===== config.mk =====
export PLATFORM = sky130hd
export DESIGN_NAME = exc_status_pipe
export DESIGN_NICKNAME = d
export VERILOG_FILES = /design/src/rtl/exc_pkg.sv /design/src/rtl/exc_fetch_classify.sv /design/src/rtl/exc_stage_reg.sv /design/src/rtl/exc_side_effect_gate.sv /design/src/rtl/exc_status_pipe.sv
export SDC_FILE = /design/constraint.sdc
export NUM_CORES = 1
export LEC_CHECK = 0
export ABC_CLOCK_PERIOD_IN_PS = 1100
export CAP_MARGIN = 20
export CORE_AREA = 2 2 40 42
export DETAILED_ROUTE_END_ITERATION = 7
export DIE_AREA = 0 0 42 44
export GPL_ROUTABILITY_DRIVEN = 0
export PLACE_DENSITY = 0.67
export SLEW_MARGIN = 20
export SYNTH_ARGS = -nofsm -noshare
export SYNTH_HDL_FRONTEND = slang
export SYNTH_SLANG_ARGS = --single-unit

===== constraint.sdc =====
create_clock -name clk -period 1.1 [get_ports clk]
set_input_delay 0.275 -clock clk [delete_from_list [all_inputs] [get_ports clk]]
set_output_delay 0.275 -clock clk [all_outputs]
set_load 0.01 [all_outputs]

===== src/rtl/exc_pkg.sv =====
package exc_pkg;

    typedef enum logic [1:0] {
        ST_AOK = 2'b00,
        ST_HLT = 2'b01,
        ST_ADR = 2'b10,
        ST_INS = 2'b11
    } stat_e;

    typedef struct packed {
        logic  valid;
        stat_e stat;
    } slot_t;

    // Latched stages after fetch: decode, execute, memory, writeback
    localparam int NUM_LATCHED = 4;
    localparam int IDX_DEC = 0;
    localparam int IDX_EXE = 1;
    localparam int IDX_MEM = 2;
    localparam int IDX_WB  = NUM_LATCHED - 1;

    localparam slot_t BUBBLE = '{valid: 1'b0, stat: ST_AOK};

    function automatic logic slot_faulty(slot_t s);
        return s.valid && (s.stat != ST_AOK);
    endfunction

endpackage


===== src/rtl/exc_fetch_classify.sv =====
module exc_fetch_classify
    import exc_pkg::*;
(
    input  logic  addr_bad,
    input  logic  op_ok,
    input  logic  op_halt,
    output stat_e stat
);
    always_comb begin
        if (addr_bad)      stat = ST_ADR;
        else if (!op_ok)   stat = ST_INS;
        else if (op_halt)  stat = ST_HLT;
        else               stat = ST_AOK;
    end

    always_comb begin
        if (addr_bad) a_r2_addr_first: assert (stat == ST_ADR);
    end
endmodule


===== src/rtl/exc_stage_reg.sv =====
module exc_stage_reg
    import exc_pkg::*;
(
    input  logic  clk,
    input  logic  rst,
    input  logic  hold,
    input  logic  bubble,
    input  slot_t din,
    output slot_t dout
);
    always_ff @(posedge clk) begin
        if (rst)          dout <= BUBBLE;
        else if (hold)    dout <= dout;
        else if (bubble)  dout <= BUBBLE;
        else              dout <= din;
    end

    a_r10_hold_keeps: assert property (@(posedge clk) disable iff (rst)
        hold |=> $stable(dout));
    a_r8_bubble_aok: assert property (@(posedge clk) disable iff (rst)
        (bubble && !hold) |=> (!dout.valid && dout.stat == ST_AOK));
endmodule


===== src/rtl/exc_side_effect_gate.sv =====
module exc_side_effect_gate
    import exc_pkg::*;
(
    input  logic  clk,
    input  logic  rst,
    input  slot_t exe_slot,
    input  slot_t mem_slot,
    input  slot_t wb_slot,
    output logic  cc_en,
    output logic  dm_en,
    output logic  rf_en,
    output logic  wb_fault,
    output stat_e wb_stat
);
    logic mem_fault;

    always_comb begin
        wb_fault  = slot_faulty(wb_slot);
        mem_fault = slot_faulty(mem_slot);
        cc_en     = exe_slot.valid && (exe_slot.stat == ST_AOK)
                    && !mem_fault && !wb_fault;
        dm_en     = mem_slot.valid && (mem_slot.stat == ST_AOK) && !wb_fault;
        rf_en     = wb_slot.valid && (wb_slot.stat == ST_AOK);
        wb_stat   = wb_fault ? wb_slot.stat : ST_AOK;
    end

    a_r5_cc_blocked: assert property (@(posedge clk) disable iff (rst)
        (mem_fault || wb_fault) |-> !cc_en);
    a_r7_rf_blocked: assert property (@(posedge clk) disable iff (rst)
        wb_fault |-> !rf_en);
endmodule


===== src/rtl/exc_status_pipe.sv =====
module exc_status_pipe
    import exc_pkg::*;
(
    input  logic       clk,
    input  logic       rst,
    input  logic       fetch_addr_bad,
    input  logic       opcode_valid,
    input  logic       is_halt,
    input  logic       mem_addr_bad,
    input  logic       mispredict,
    input  logic       stall,
    output logic       cc_write_en,
    output logic       dmem_write_en,
    output logic       rf_write_en,
    output logic       halt,
    output logic [1:0] final_status
);
    stat_e fetch_stat;
    stat_e wb_stat;
    slot_t stg_q   [NUM_LATCHED];
    slot_t stg_d   [NUM_LATCHED];
    logic  stg_hold[NUM_LATCHED];
    logic  stg_bub [NUM_LATCHED];
    slot_t mem_eff;
    logic  wb_fault;

    exc_fetch_classify u_fetch (
        .addr_bad (fetch_addr_bad),
        .op_ok    (opcode_valid),
        .op_halt  (is_halt),
        .stat     (fetch_stat)
    );

    // Memory stage may overwrite an AOK status with a bad data address
    always_comb begin
        mem_eff = stg_q[IDX_MEM];
        if (mem_eff.valid && mem_eff.stat == ST_AOK && mem_addr_bad)
            mem_eff.stat = ST_ADR;
    end

    always_comb begin
        for (int i = 0; i < NUM_LATCHED; i++) begin
            stg_hold[i] = wb_fault;
            stg_bub[i]  = 1'b0;
            stg_d[i]    = (i == 0) ? BUBBLE : stg_q[(i == 0) ? 0 : i - 1];
        end
        stg_d[IDX_DEC]    = '{valid: 1'b1, stat: fetch_stat};
        stg_hold[IDX_DEC] = wb_fault || (stall && !mispredict);
        stg_bub[IDX_DEC]  = mispredict;
        stg_bub[IDX_EXE]  = mispredict || stall;
        stg_d[IDX_WB]     = mem_eff;
    end

    for (genvar g = 0; g < NUM_LATCHED; g++) begin : g_stage
        exc_stage_reg u_reg (
            .clk    (clk),
            .rst    (rst),
            .hold   (stg_hold[g]),
            .bubble (stg_bub[g]),
            .din    (stg_d[g]),
            .dout   (stg_q[g])
        );
    end

    exc_side_effect_gate u_gate (
        .clk      (clk),
        .rst      (rst),
        .exe_slot (stg_q[IDX_EXE]),
        .mem_slot (mem_eff),
        .wb_slot  (stg_q[IDX_WB]),
        .cc_en    (cc_write_en),
        .dm_en    (dmem_write_en),
        .rf_en    (rf_write_en),
        .wb_fault (wb_fault),
        .wb_stat  (wb_stat)
    );

    assign halt         = wb_fault;
    assign final_status = wb_stat;

    a_r10_halt_sticky: assert property (@(posedge clk) disable iff (rst)
        halt |=> (halt && $stable(final_status)));
    a_r6_no_bad_write: assert property (@(posedge clk) disable iff (rst)
        mem_addr_bad |-> !dmem_write_en);
    a_r10_idle_final_aok: assert property (@(posedge clk) disable iff (rst)
        !halt |-> (final_status == 2'b00));
    a_r4_override_adr: assert property (@(posedge clk) disable iff (rst)
        (!halt && stg_q[IDX_MEM].valid && stg_q[IDX_MEM].stat == ST_AOK && mem_addr_bad)
        |=> (halt && final_status == 2'b10));
endmodule


## Word-level counts from Yosys, hierarchy flattened

Index checks and enable logic that the tools add are counted.

- Muxes and demuxes: 7
- Reductions and logical operators: 22

Operator list:

| operator | count |
|---|---|
| 1-bit logical AND | 11 |
| 2-bit zero test | 4 |
| 2-bit 2-to-1 mux | 4 |
| 3-bit 2-to-1 mux | 2 |
| 2-bit nonzero test | 2 |
| 1-bit zero test | 3 |
| 1-bit logical OR | 2 |
| 1-bit 2-to-1 mux | 1 |

- Flip-flop bits (word level): 12
- Bits of input ports: 8
- Word-level logic and storage cells: 37

## Logic depth before layout (Yosys ltp)

- Depth after elaboration: 9
- Depth in mapped cells: 5

## Hierarchy

From an unflattened synthesis, not the netlist that was laid out.

- Cells, all modules: 69
- Area, all modules: 571.8 µm²

By module, submodules not included:

| module | instances | cells an instance | area an instance (µm²) | seq. area each (µm²) |
|---|---|---|---|---|
| exc_stage_reg | 4 | 12 | 112.6 | 60.1 |
| exc_side_effect_gate | 1 | 10 | 62.6 | 0.0 |
| exc_status_pipe | 1 | 8 | 40.0 | 0.0 |
| exc_fetch_classify | 1 | 3 | 18.8 | 0.0 |

## Least setup slack after synthesis

Ideal clock, no wire load.

- Path kind: register -> output
- Start: register g_stage[3].u_reg.dout[0] in the netlist's numbering
- End: output cc_write_en
- Arrival: 0.960 ns
- Path slack: -0.135 ns
- Cell stages (with the launch flop): 5
- Buffers on the path: 0
- Cells stage by stage: dfxtp_1 o21ai_4 inv_2 nor4b_2 o21a_1

- Longest elaborated chain between the ends: 4

RTL lines:

| what | RTL line | RTL |
|---|---|---|
| from (decl) | exc_stage_reg.sv:9 | `output slot_t dout` |
| from (signal assigned) | exc_stage_reg.sv:13 | `else if (hold) dout <= dout;` |
| from (signal assigned) | exc_stage_reg.sv:15 | `else dout <= din;` |
| 2-bit nonzero test | exc_pkg.sv:25 | `return s.valid && (s.stat != ST_AOK);` |
| 1-bit logical AND | exc_pkg.sv:25 |  |
| 1-bit zero test | exc_side_effect_gate.sv:21 | `&& !mem_fault && !wb_fault;` |
| 1-bit logical AND | exc_side_effect_gate.sv:21 |  |
| to (decl) | exc_status_pipe.sv:12 | `output logic cc_write_en,` |

No other way between the ends.

## Worst setup path after layout

- Start: register g_stage[3].u_reg.dout[1] in the netlist's numbering
- End: output cc_write_en

The elaborated chain is that of the path after synthesis.

==> results.sh <==
export IMPL_outcome="finished, violations left"
export IMPL_violations="negative setup slack"
export IMPL_reg_top3="g_stage.u_reg.dout: 12 flops"
export IMPL_hold_buffers=0
export IMPL_setup_slack_ps=-464.7
export IMPL_wl_per_cell_um=10.69
export IMPL_maxCapViolCount=0
export IMPL_hold_path_class="flip-flop to flip-flop"
export IMPL_post_place_ws_ps=-829.1
export IMPL_htree_levels=1
export IMPL_end_kind="output pin"
export IMPL_cp_arrival_ps=1290
export IMPL_cp_max_fo=2
export IMPL_critical_path_endpoint="cc_write_en"
export IMPL_io_buffers=13
export IMPL_grt_start_max_net_pins=13
export IMPL_core_um2=1419
export IMPL_cts_made_buffers=3
export IMPL_netlist_instances=63
export IMPL_crit_start="g_stage[3].u_reg.dout[1]"
export IMPL_finClkSkew_ps=6.745
export IMPL_num_rows=14
export IMPL_cts_sinks=12
export IMPL_crit_chain="o21ai_4 -> inv_2 -> nor4b_4 -> o21a_1 -> buf_2"
export IMPL_grt_setup_unrepaired="true"
export IMPL_diodes=0
export IMPL_path_clk_slew_ps=80
export IMPL_synth_edf_count=0
export IMPL_worst_setup_path_type="flip-flop to output pin"
export IMPL_ys_warnings_count=0
export IMPL_cts_path_max_buffers=2
export IMPL_synth_avg_cell_area_um2=8.421
export IMPL_grt_pass1_vias=506
export IMPL_ir_drop_mv=0.5319
export IMPL_worst_slew_margin_rel_pct=87.89
export IMPL_cts_root_buf="clkbuf_4"
export IMPL_grt_usage_pct=13.91
export IMPL_synth_flop_cell="dfxtp_1"
export IMPL_nNetsFinal=108
export IMPL_num_vias=572
export IMPL_layout_drive_gt1_share_pct=46.46
export IMPL_period_needed_ps=1565
export IMPL_synth_seq_cells=12
export IMPL_first_pass_iters=4
export IMPL_hold_viol=0
export IMPL_slowest_delay_ps=340
export IMPL_power_mw=0.8654
export IMPL_wl_mm=1.229
export IMPL_cts_tree="done"
export IMPL_detail_route_antenna_nets=0
export IMPL_clkLatencyLatePin_ps=270
export IMPL_gr_total_overflow=0
export IMPL_async_flop_share_pct=0
export IMPL_start_util_pct=37.39
export IMPL_p_leak_nw=0.3965
export IMPL_ff_latch_area_um2=244.0
export IMPL_die_y_um=44
export IMPL_synthesis_area_um2=530.5
export IMPL_dpl_hpwl_um=815.9
export IMPL_dieArea_um2=1848
export IMPL_fp_dieW_um=42
export IMPL_clock_fmax_ghz=0.6391
export IMPL_regMostFlops="g_stage.u_reg.dout"
export IMPL_io_pins=14
export IMPL_startpoint_type="flip-flop"
export IMPL_largest_reg_flops=12
export IMPL_drt_initial_drc_count=2
export IMPL_drv_slew=0
export IMPL_r2r_slack_ps=-20
export IMPL_netlist_cell_type_count=21
export IMPL_final_setup_viol_count=13
export IMPL_multi_input_area_um2=291.5
export IMPL_powerDensity_nw_per_um2=942.3
export IMPL_worst_slew_pin_slew_ps=180.9
export IMPL_route_detailed_drc=0
export IMPL_fin_crit_sh_pct=142.2
export IMPL_reg2reg_from="g_stage[3].u_reg.dout[1]"
export IMPL_syn_num_nets=71
export IMPL_fillers=132
export IMPL_area_growth_pct=73.11
export IMPL_vias_per_cell=4.974
export IMPL_r2r_end="g_stage[1].u_reg.dout[0]"
export IMPL_ys_seq_area_share_pct=45.28
export IMPL_grt_pass1_wl_mm=1.952
export IMPL_slowest_stage="dfxtp_2"
export IMPL_cp_required_ps=820
export IMPL_rr_worst_depth=6
export IMPL_antenna_found_initial=0
==> cell usage after synthesis (all sizes together) (2+ instances only) <==
cell type	instances	area [µm²]
buf	2	22.52
o21ai	4	31.28
nor2	3	11.26
nand2b	2	12.51
inv	3	11.26
dfxtp	12	240.2
o21a	2	15.01
nand2	10	37.54
a21oi	12	60.06
nand3	4	20.02
==> kinds of logic (layout without fill, tap and decap cells) <==
logic type | count (synthesis) | in the layout | synth area share (%)
flip-flops | 12 | 12 | 45.28
AO/OA/AOI/OAI | 18 | 18 | 20.05
buffers and inverters | 6 | 42 | 7.074
AND/OR/NAND/NOR | 27 | 27 | 27.60
==> area by class of cell <==
| class | count | area share (%) |
|---|---|---|
| tap | 16 | 2.180 |
| multi-input combinational | 45 | 31.74 |
| inverter | 3 | 1.226 |
| timing repair buffer | 35 | 34.33 |
| clock buffer | 4 | 3.951 |
| sequential | 12 | 26.57 |
==> per-stage QoR <==
step	instances	hold WS, ps	TNS [ps]	util, %	area, µm²
after floorplan	63	344.1	-144.1	-	536.8
after global placement	105	452.7	-3642	55.91	793.3
after detailed placement	105	452.2	-3940	55.91	793.3
after CTS	114	467.5	-2002	62.52	887.1
after global routing	115	486.1	-2863	64.73	918.4
final	115	468.0	-1949	64.73	918.4
==> critical path, delay by kind of cell (launching register included) <==
kind            cells  cell delay [ps]
compound gates      2              300
flops               1              340
buf+inv             2              190
simple gates        1              200
==> worst min path at each step <==
| stage | from | to | slack, ps | cells past startpoint |
|---|---|---|---|---|
| 6_report | g_stage[0].u_reg.dout[2] | g_stage[0].u_reg.dout[2] | 470 | 1 |
| 5_1_grt | g_stage[0].u_reg.dout[0] | g_stage[1].u_reg.dout[0] | 490 | 2 |
| 4_1_cts | g_stage[0].u_reg.dout[0] | g_stage[1].u_reg.dout[0] | 470 | 2 |
| 3_5_place_dp | g_stage[0].u_reg.dout[2] | g_stage[0].u_reg.dout[2] | 450 | 1 |
| 3_3_place_gp | g_stage[0].u_reg.dout[0] | g_stage[1].u_reg.dout[0] | 450 | 2 |
| 2_1_floorplan | rst | g_stage[1].u_reg.dout[1] | 340 | 1 |
==> repair_timing <==
action | 4_1_cts | 5_1_grt
buffers inserted | 5 | 3
gates resized for setup | 39 | 6
endpoints found under the setup margin | 6 | 16
pin swaps | 5 | 6
==> cells in the final DEF (no fill, tap or decap), drive strengths merged <==
cell,count
dlygate4sd2,1
nand4b,1
clkdlybuf4s50,6
nor2b,1
inv,3
clkbuf,4
nor3b,1
nand2b,2
nor4b,1
a21oi,12
and3b,1
o21a,2
and3,1
and2,1
nand2,10
buf,28
o21ai,4
nor3,1
nor2,3
nand3,4
dfxtp,12
==> metal layers <==
| layer | track usage, % | share of wire (%) | vias up |
|---|---|---|---|
| met3 | 2.500 | 5.9 | 2 |
| met1 | 15.27 | 39 | 264 |
| met5 | 0 | 0 | - |
| met2 | 25.31 | 54 | 20 |
| met4 | 7.742 | 1.1 | 0 |
| li1 | - | - | 286 |
==> where the power goes <==
group	total, mW	internal, mW	leakage (nW)	switching (mW)
clock network	0.344	0.201	0.0210	0.143
logic	0.0775	0.0501	0.277	0.0274
registers	0.444	0.440	0.0986	0.00362
(Power assumes the default switching activity.)
